`src/rtl/rtc_irq_pkg.sv`:
```
package rtc_irq_pkg;
  typedef enum logic [2:0] {
    PER_OFF         = 3'd0,
    PER_HALF_PULSE  = 3'd1,
    PER_SEC_PULSE   = 3'd2,
    PER_SEC_LEVEL   = 3'd3,
    PER_MIN_LEVEL   = 3'd4,
    PER_HOUR_LEVEL  = 3'd5,
    PER_MONTH_LEVEL = 3'd6,
    PER_RSVD        = 3'd7
  } per_mode_e;

  localparam int unsigned ADDR_W    = 3;
  localparam int unsigned REGS_PER_ALARM = 3;
  localparam logic [ADDR_W-1:0] ADDR_CTRL  = 3'd6;
  localparam logic [ADDR_W-1:0] ADDR_FLAGS = 3'd7;

  // control register field positions
  localparam int unsigned CTRL_HALT_BIT = 2;
  localparam int unsigned CTRL_MODE_LSB = 4;
endpackage

```
`src/rtl/rtc_alarm_unit.sv`:
```
module rtc_alarm_unit #(
  parameter int unsigned MIN_W  = 7,
  parameter int unsigned HOUR_W = 6,
  parameter int unsigned DAYS   = 7,
  parameter int unsigned DATA_W = 8,
  localparam int unsigned WDAY_W = $clog2(DAYS)
) (
  input  logic              clk_i,
  input  logic              rst_ni,
  input  logic              wr_min_i,
  input  logic              wr_hour_i,
  input  logic              wr_mask_i,
  input  logic [DATA_W-1:0] wdata_i,
  input  logic              en_i,
  input  logic              clr_i,
  input  logic              min_tick_i,
  input  logic [MIN_W-1:0]  min_i,
  input  logic [HOUR_W-1:0] hour_i,
  input  logic [WDAY_W-1:0] wday_i,
  output logic [MIN_W-1:0]  min_o,
  output logic [HOUR_W-1:0] hour_o,
  output logic [DAYS-1:0]   mask_o,
  output logic              flag_o
);
  logic [MIN_W-1:0]  min_q;
  logic [HOUR_W-1:0] hour_q;
  logic [DAYS-1:0]   mask_q;
  logic              flag_q;
  logic              day_hit, hit;

  // out-of-range weekday shifts the one-hot off the end: no hit
  assign day_hit = |(mask_q & (DAYS'(1) << wday_i));
  assign hit = min_tick_i && en_i && day_hit &&
               (min_i == min_q) && (hour_i == hour_q);

  always_ff @(posedge clk_i or negedge rst_ni) begin
    if (!rst_ni) begin
      min_q  <= '0;
      hour_q <= '0;
      mask_q <= '0;
    end else begin
      if (wr_min_i)  min_q  <= wdata_i[MIN_W-1:0];
      if (wr_hour_i) hour_q <= wdata_i[HOUR_W-1:0];
      if (wr_mask_i) mask_q <= wdata_i[DAYS-1:0];
    end
  end

  // set has priority over a same-cycle host clear
  always_ff @(posedge clk_i or negedge rst_ni) begin
    if (!rst_ni)    flag_q <= 1'b0;
    else if (hit)   flag_q <= 1'b1;
    else if (clr_i) flag_q <= 1'b0;
  end

  assign min_o  = min_q;
  assign hour_o = hour_q;
  assign mask_o = mask_q;
  assign flag_o = flag_q;
endmodule

```
`src/rtl/rtc_periodic_unit.sv`:
```
module rtc_periodic_unit
  import rtc_irq_pkg::*;
(
  input  logic      clk_i,
  input  logic      rst_ni,
  input  per_mode_e mode_i,
  input  logic      halt_i,
  input  logic      half_tick_i,
  input  logic      sec_tick_i,
  input  logic      min_tick_i,
  input  logic      hour_tick_i,
  input  logic      month_tick_i,
  input  logic      clr_i,
  output logic      flag_o,
  output logic      pulse_o,
  output logic      req_o
);
  logic sel_tick, pulse_mode, level_mode;
  logic flag_q, pulse_q;

  always_comb begin
    sel_tick   = 1'b0;
    pulse_mode = 1'b0;
    level_mode = 1'b0;
    case (mode_i)
      PER_HALF_PULSE:  begin sel_tick = half_tick_i;  pulse_mode = 1'b1; end
      PER_SEC_PULSE:   begin sel_tick = sec_tick_i;   pulse_mode = 1'b1; end
      PER_SEC_LEVEL:   begin sel_tick = sec_tick_i;   level_mode = 1'b1; end
      PER_MIN_LEVEL:   begin sel_tick = min_tick_i;   level_mode = 1'b1; end
      PER_HOUR_LEVEL:  begin sel_tick = hour_tick_i;  level_mode = 1'b1; end
      PER_MONTH_LEVEL: begin sel_tick = month_tick_i; level_mode = 1'b1; end
      default:         begin sel_tick = 1'b0; end
    endcase
  end

  always_ff @(posedge clk_i or negedge rst_ni) begin
    if (!rst_ni) begin
      flag_q  <= 1'b0;
      pulse_q <= 1'b0;
    end else begin
      pulse_q <= sel_tick && pulse_mode;
      if (sel_tick)   flag_q <= 1'b1;
      else if (clr_i) flag_q <= 1'b0;
    end
  end

  assign flag_o  = flag_q;
  assign pulse_o = pulse_q;
  assign req_o   = !halt_i && ((pulse_mode && pulse_q) || (level_mode && flag_q));
endmodule

```
`src/rtl/rtc_irq_ctrl.sv`:
```
module rtc_irq_ctrl
  import rtc_irq_pkg::*;
#(
  parameter int unsigned MIN_W  = 7,
  parameter int unsigned HOUR_W = 6,
  parameter int unsigned DAYS   = 7,
  parameter int unsigned DATA_W = 8,
  localparam int unsigned WDAY_W = $clog2(DAYS)
) (
  input  logic                clk_i,
  input  logic                rst_ni,
  input  logic                half_tick_i,
  input  logic                sec_tick_i,
  input  logic                min_tick_i,
  input  logic                hour_tick_i,
  input  logic                month_tick_i,
  input  logic [MIN_W-1:0]    min_i,
  input  logic [HOUR_W-1:0]   hour_i,
  input  logic [WDAY_W-1:0]   wday_i,
  input  logic                reg_we_i,
  input  logic [ADDR_W-1:0]   reg_addr_i,
  input  logic [DATA_W-1:0]   reg_wdata_i,
  output logic [DATA_W-1:0]   reg_rdata_o,
  output logic                irq_drive_low_o
);
  localparam int unsigned N_ALARM = 2;
  localparam int unsigned N_SRC   = N_ALARM + 1;
  localparam int unsigned PER_BIT = N_ALARM;

  logic [N_ALARM-1:0]             alarm_en_q;
  logic                           halt_q;
  per_mode_e                      mode_q;
  logic                           wr_ctrl, wr_flags;
  logic [N_SRC-1:0]               clr;
  logic [N_SRC-1:0]               flag_vec;
  logic [N_ALARM-1:0][MIN_W-1:0]  al_min;
  logic [N_ALARM-1:0][HOUR_W-1:0] al_hour;
  logic [N_ALARM-1:0][DAYS-1:0]   al_mask;
  logic                           per_pulse, per_req;

  assign wr_ctrl  = reg_we_i && (reg_addr_i == ADDR_CTRL);
  assign wr_flags = reg_we_i && (reg_addr_i == ADDR_FLAGS);
  assign clr      = {N_SRC{wr_flags}} & ~reg_wdata_i[N_SRC-1:0];

  always_ff @(posedge clk_i or negedge rst_ni) begin
    if (!rst_ni) begin
      alarm_en_q <= '0;
      halt_q     <= 1'b0;
      mode_q     <= PER_OFF;
    end else if (wr_ctrl) begin
      alarm_en_q <= reg_wdata_i[N_ALARM-1:0];
      halt_q     <= reg_wdata_i[CTRL_HALT_BIT];
      mode_q     <= per_mode_e'(reg_wdata_i[CTRL_MODE_LSB +: 3]);
    end
  end

  for (genvar c = 0; c < N_ALARM; c++) begin : g_alarm
    localparam logic [ADDR_W-1:0] BASE = ADDR_W'(REGS_PER_ALARM * c);
    rtc_alarm_unit #(
      .MIN_W (MIN_W),
      .HOUR_W(HOUR_W),
      .DAYS  (DAYS),
      .DATA_W(DATA_W)
    ) u_alarm (
      .clk_i     (clk_i),
      .rst_ni    (rst_ni),
      .wr_min_i  (reg_we_i && (reg_addr_i == BASE)),
      .wr_hour_i (reg_we_i && (reg_addr_i == BASE + ADDR_W'(1))),
      .wr_mask_i (reg_we_i && (reg_addr_i == BASE + ADDR_W'(2))),
      .wdata_i   (reg_wdata_i),
      .en_i      (alarm_en_q[c]),
      .clr_i     (clr[c]),
      .min_tick_i(min_tick_i),
      .min_i     (min_i),
      .hour_i    (hour_i),
      .wday_i    (wday_i),
      .min_o     (al_min[c]),
      .hour_o    (al_hour[c]),
      .mask_o    (al_mask[c]),
      .flag_o    (flag_vec[c])
    );
  end

  rtc_periodic_unit u_per (
    .clk_i       (clk_i),
    .rst_ni      (rst_ni),
    .mode_i      (mode_q),
    .halt_i      (halt_q),
    .half_tick_i (half_tick_i),
    .sec_tick_i  (sec_tick_i),
    .min_tick_i  (min_tick_i),
    .hour_tick_i (hour_tick_i),
    .month_tick_i(month_tick_i),
    .clr_i       (clr[PER_BIT]),
    .flag_o      (flag_vec[PER_BIT]),
    .pulse_o     (per_pulse),
    .req_o       (per_req)
  );

  always_comb begin
    reg_rdata_o = '0;
    if (reg_addr_i == ADDR_CTRL) begin
      reg_rdata_o[N_ALARM-1:0]          = alarm_en_q;
      reg_rdata_o[CTRL_HALT_BIT]        = halt_q;
      reg_rdata_o[CTRL_MODE_LSB +: 3]   = mode_q;
    end else if (reg_addr_i == ADDR_FLAGS) begin
      reg_rdata_o[N_SRC-1:0] = flag_vec;
    end else begin
      for (int c = 0; c < N_ALARM; c++) begin
        if (reg_addr_i == ADDR_W'(REGS_PER_ALARM * c))
          reg_rdata_o[MIN_W-1:0] = al_min[c];
        if (reg_addr_i == ADDR_W'(REGS_PER_ALARM * c + 1))
          reg_rdata_o[HOUR_W-1:0] = al_hour[c];
        if (reg_addr_i == ADDR_W'(REGS_PER_ALARM * c + 2))
          reg_rdata_o[DAYS-1:0] = al_mask[c];
      end
    end
  end

  assign irq_drive_low_o = (|(flag_vec[N_ALARM-1:0] & alarm_en_q)) || per_req;
endmodule

```
`config.mk`:
```
export PLATFORM = sky130hd
export DESIGN_NAME = rtc_irq_ctrl
export DESIGN_NICKNAME = d
export VERILOG_FILES = /design/src/rtl/rtc_irq_pkg.sv /design/src/rtl/rtc_alarm_unit.sv /design/src/rtl/rtc_periodic_unit.sv /design/src/rtl/rtc_irq_ctrl.sv
export SDC_FILE = /design/constraint.sdc
export NUM_CORES = 1
export LEC_CHECK = 0
export ABC_AREA = 1
export CAP_MARGIN = 20
export CORE_AREA = 4 4 89 74
export DETAILED_ROUTE_END_ITERATION = 8
export DIE_AREA = 0 0 93 78
export GPL_TIMING_DRIVEN = 0
export PLACE_DENSITY = 0.81
export SETUP_SLACK_MARGIN = 0.3
export SLEW_MARGIN = 20
export SYNTH_ARGS = -nofsm -noshare
export SYNTH_HDL_FRONTEND = slang
export SYNTH_SLANG_ARGS = --single-unit
```
`constraint.sdc`:
```
create_clock -name clk_i -period 2.2 [get_ports clk_i]
set_input_delay 0.22 -clock clk_i [delete_from_list [all_inputs] [get_ports clk_i]]
set_output_delay 0.22 -clock clk_i [all_outputs]
set_load 0.03 [all_outputs]
```
==> impl_metrics.yaml <==
sta:
  slew_headroom_pct: 59.2
  fin_skew_ns: 0.00957
  holdWs_ns: 0.310
  worst_pin_slew_ns: 0.612
  period_minus_slack_ns: 1.82
  fmax_ghz: 0.549
  rsz0062_at_grt: "no"
  setup_violations: 0
  report.final.slew_viol_count: 0
  min_period_over_period_pct: 82.8
  setup_slack_ns: 0.379
  hold_violations: 0
cts:
  clock-sinks: 50
  clockBufferDepth: 2
  root_buffer: "clkbuf_8"
  clkLatencyLatePin_ns: 0.31
  h-tree-depth: 2
  clk_pin_slew_ns: 0.10
  cts_tree: "built"
  cts_inserted_buffers: 5
final_layout:
  instances_no_fill: 563
  drive_gt1_share_pct: 12.2
  syn_to_final_growth_pct: 19.9
  design_area_mm2: 0.00368
  n_antenna_cell: 0
  final_nets: 516
die:
  start_util_pct: 53.3
  die_x_um: 93
  rows: 25
  die_area_mm2: 0.00725
  coreArea_mm2: 0.00576
  fp.dieH_um: 78
  io_pins: 44
power:
  vdd_drop_max_v: 0.000416
  power_mw: 2.66
  combinationalPowerShare_pct: 26.2
  p_leak_nw: 1.82
  pwr-share-clk_pct: 25.3
  swShare_pct: 35.7
  p_seq_share_pct: 48.5
  p_int_mw: 1.71
  switching_power_uw: 951
  p_per_area_mw_per_mm2: 724
route:
  drt-initial-drc-count: 337
  wirelength_um: 9050
  avgRoutedWirePerCell_um: 16.1
  vias: 3073
  drc_errors: 0
  ant_nets: 0
  vias_per_cell: 5.46
  drt-pass1-iter-count: 5
placed_design:
  dpl_cell_area_mm2: 0.00356
  place_hpwl_um: 7000
  numPortBuffers: 38
  place_inst: 553
  dpl_worst_slack_ns: -0.364
  gp_congestion: 0.930
yosys:
  yosys.cell_types.count: 32
  synth_edf_count: 0
  netlist_area_mm2: 0.00307
  netlist_instances: 433
  synthTopCellsByArea: "dfrtp_1, nand2_1, o21ai_0"
  syn-num-nets: 468
  netlist.area_leader.share_pct: 40.8
  ys_ff_latch: 50
  syn-mean-instance-area_um2: 7.08
  async_flop_share_pct: 100
  seq_area_frac_synth_pct: 40.8
  synth_commonest_cells: "nand2_1, o21ai_0, dfrtp_1"
  yosysWarnings: 0
  synth_area_leader_cell: "dfrtp_1"
  synth_most_common_cell: "nand2_1"
  synthFlopType: "dfrtp_1"
global_routing:
  antenna_found_initial: 0
  grt-ovfl-total: 0
  track_usage_pct: 26.4
  grt_pass1_vias: 2925
  grt_max_degree: 27
  grt_first_pass_wirelength_um: 14700
run:
  drv_cap: 0
worst_setup_path:
  crit_top_cell: "nand2_1"
  worstPathRequired_ns: 1.98
  end_kind: "output pin"
  crit_slowest_cell: "dfrtp_1"
  cp_max_fo: 3
  critPathLaunchType: "flip-flop"
  cp.arrival_ns: 1.60
  criticalPathCategory: "flip-flop to output pin"
  path_cells: "nand4_1 -> nand4_1 -> nand2_1 -> nand2_1 -> nand2_1 -> nand2_1 -> dlygate4sd2_1"
  slowest_delay_ns: 0.43
run_status:
  status: "complete, no violations"
worst_hold_path:
  worstHoldPathType: "primary input to flip-flop"
## power groups by stage
| stage | clock (mW) | combinational, mW | sequential (mW) |
|---|---|---|---|
| after global placement | 0 | 0.679 | 1.29 |
| final | 0.673 | 0.699 | 1.29 |
| after detailed placement | 0 | 0.704 | 1.30 |
| after global routing | 0.723 | 0.790 | 1.31 |
| after CTS | 0.681 | 0.691 | 1.28 |
| after floorplan | 0 | 0.465 | 1.21 |
## registers in the layout, summed over array words and instances, names as in the netlist
signal and flops:
u_per.flag_o 1, halt_q 1, alarm_en_q 2, g_alarm.u_alarm.min_o 14
g_alarm.u_alarm.mask_o 14, u_per.pulse_o 1, g_alarm.u_alarm.hour_o 12, mode_q 3
g_alarm.u_alarm.flag_o 2
## kinds of logic after synthesis
family                 Yosys count  share of synthesized area (%)
XOR/XNOR                         4                           1.14
AND/OR/NAND/NOR                241                           35.5
other                            1                          0.122
flip-flops                      50                           40.8
buffers and inverters           65                           9.71
AO/OA/AOI/OAI                   72                           12.7
## final cells by class
type | count | area, um2
inverters | 52 | 196
flip-flops and latches | 50 | 1250
multi-input cells | 318 | 1520
clock buffers | 5 | 68.8
well taps | 81 | 101
clock inverters | 3 | 48.8
repair buffers | 41 | 384
plain buffers | 13 | 104
fillers | 563 | 2080
## layout by cell type (no fill, tap or decap), types with 2 or more instances in the layout
cell / netlist / layout
clkbuf_2: 0 / 4
buf_2: 6 / 8
o21ai_2: 6 / 7
nor2_1: 31 / 31
nand2_1: 140 / 140
clkbuf_8: 0 / 5
nor2_4: 2 / 2
o21ai_0: 53 / 52
clkdlybuf4s50_1: 0 / 28
nor3_1: 5 / 5
inv_1: 45 / 44
nand2_2: 3 / 3
dfrtp_1: 50 / 49
nand3_1: 25 / 25
xnor2_1: 2 / 2
or2_2: 3 / 3
a21oi_1: 8 / 8
buf_4: 2 / 3
inv_2: 5 / 6
xor2_1: 2 / 2
o22ai_1: 2 / 2
nand4_1: 26 / 26
buf_6: 5 / 6
## worst max-delay path: cells and delay by family, from the launching register on
family | cells | cell delay (ns)
and+or+nand+nor | 6 | 0.47
DFF | 1 | 0.43
buffers and inverters | 1 | 0.39
## metrics by stage
| stage | setup TNS (ns) | util [%] |
|---|---|---|
| 2_1_floorplan | 0 | - |
| 3_3_place_gp | -27.73 | 61.6 |
| 3_5_place_dp | -1.97 | 61.9 |
| 4_1_cts | 0 | 64.0 |
| 5_1_grt | 0 | 63.9 |
| 6_report | 0 | 63.9 |
## what timing repair did
action | CTS | global route
cloned | 0 | 0
setup endpoints to repair | 8 | 7
hold endpoints to repair | 25 | 0
hold buffers | 1 | 0
gates resized for setup | 21 | 18
setup buffers | 0 | 1
## worst paths after layout
| check | depth (start not counted) | end | slack, ns | startpoint |
|---|---|---|---|---|
| setup / recovery | 7 | reg_rdata_o[4] | 0.38 | g_alarm[0].u_alarm.mask_o[4]$_DFFE_PN0P_ |
| hold / removal | 4 | halt_q$_DFFE_PN0P_ | 0.31 | reg_we_i |
| setup reg to reg | 5 | u_per.flag_o$_DFFE_PN0P_ | 0.97 | mode_q[0]$_DFFE_PN0P_ |
| hold reg to reg | 2 | g_alarm[1].u_alarm.min_o[6]$_DFFE_PN0P_ | 0.51 | g_alarm[1].u_alarm.min_o[6]$_DFFE_PN0P_ |
| max in group asynchronous | 3 | mode_q[2]$_DFFE_PN0P_ | 1.20 | rst_ni |
| min in group asynchronous | 2 | g_alarm[0].u_alarm.min_o[3]$_DFFE_PN0P_ | 0.44 | rst_ni |
## routing by layer
| layer | GRT usage, % | up-vias | part of all wire (%) |
|---|---|---|---|
| met3 | 3.88 | 17 | 7.7 |
| met1 | 38.8 | 1433 | 46 |
| met5 | 0 | - | 0 |
| li1 | - | 1498 | - |
| met2 | 41.0 | 125 | 45 |
| met4 | 6.59 | 0 | 2.1 |
Power figures use the tool's default switching activity.
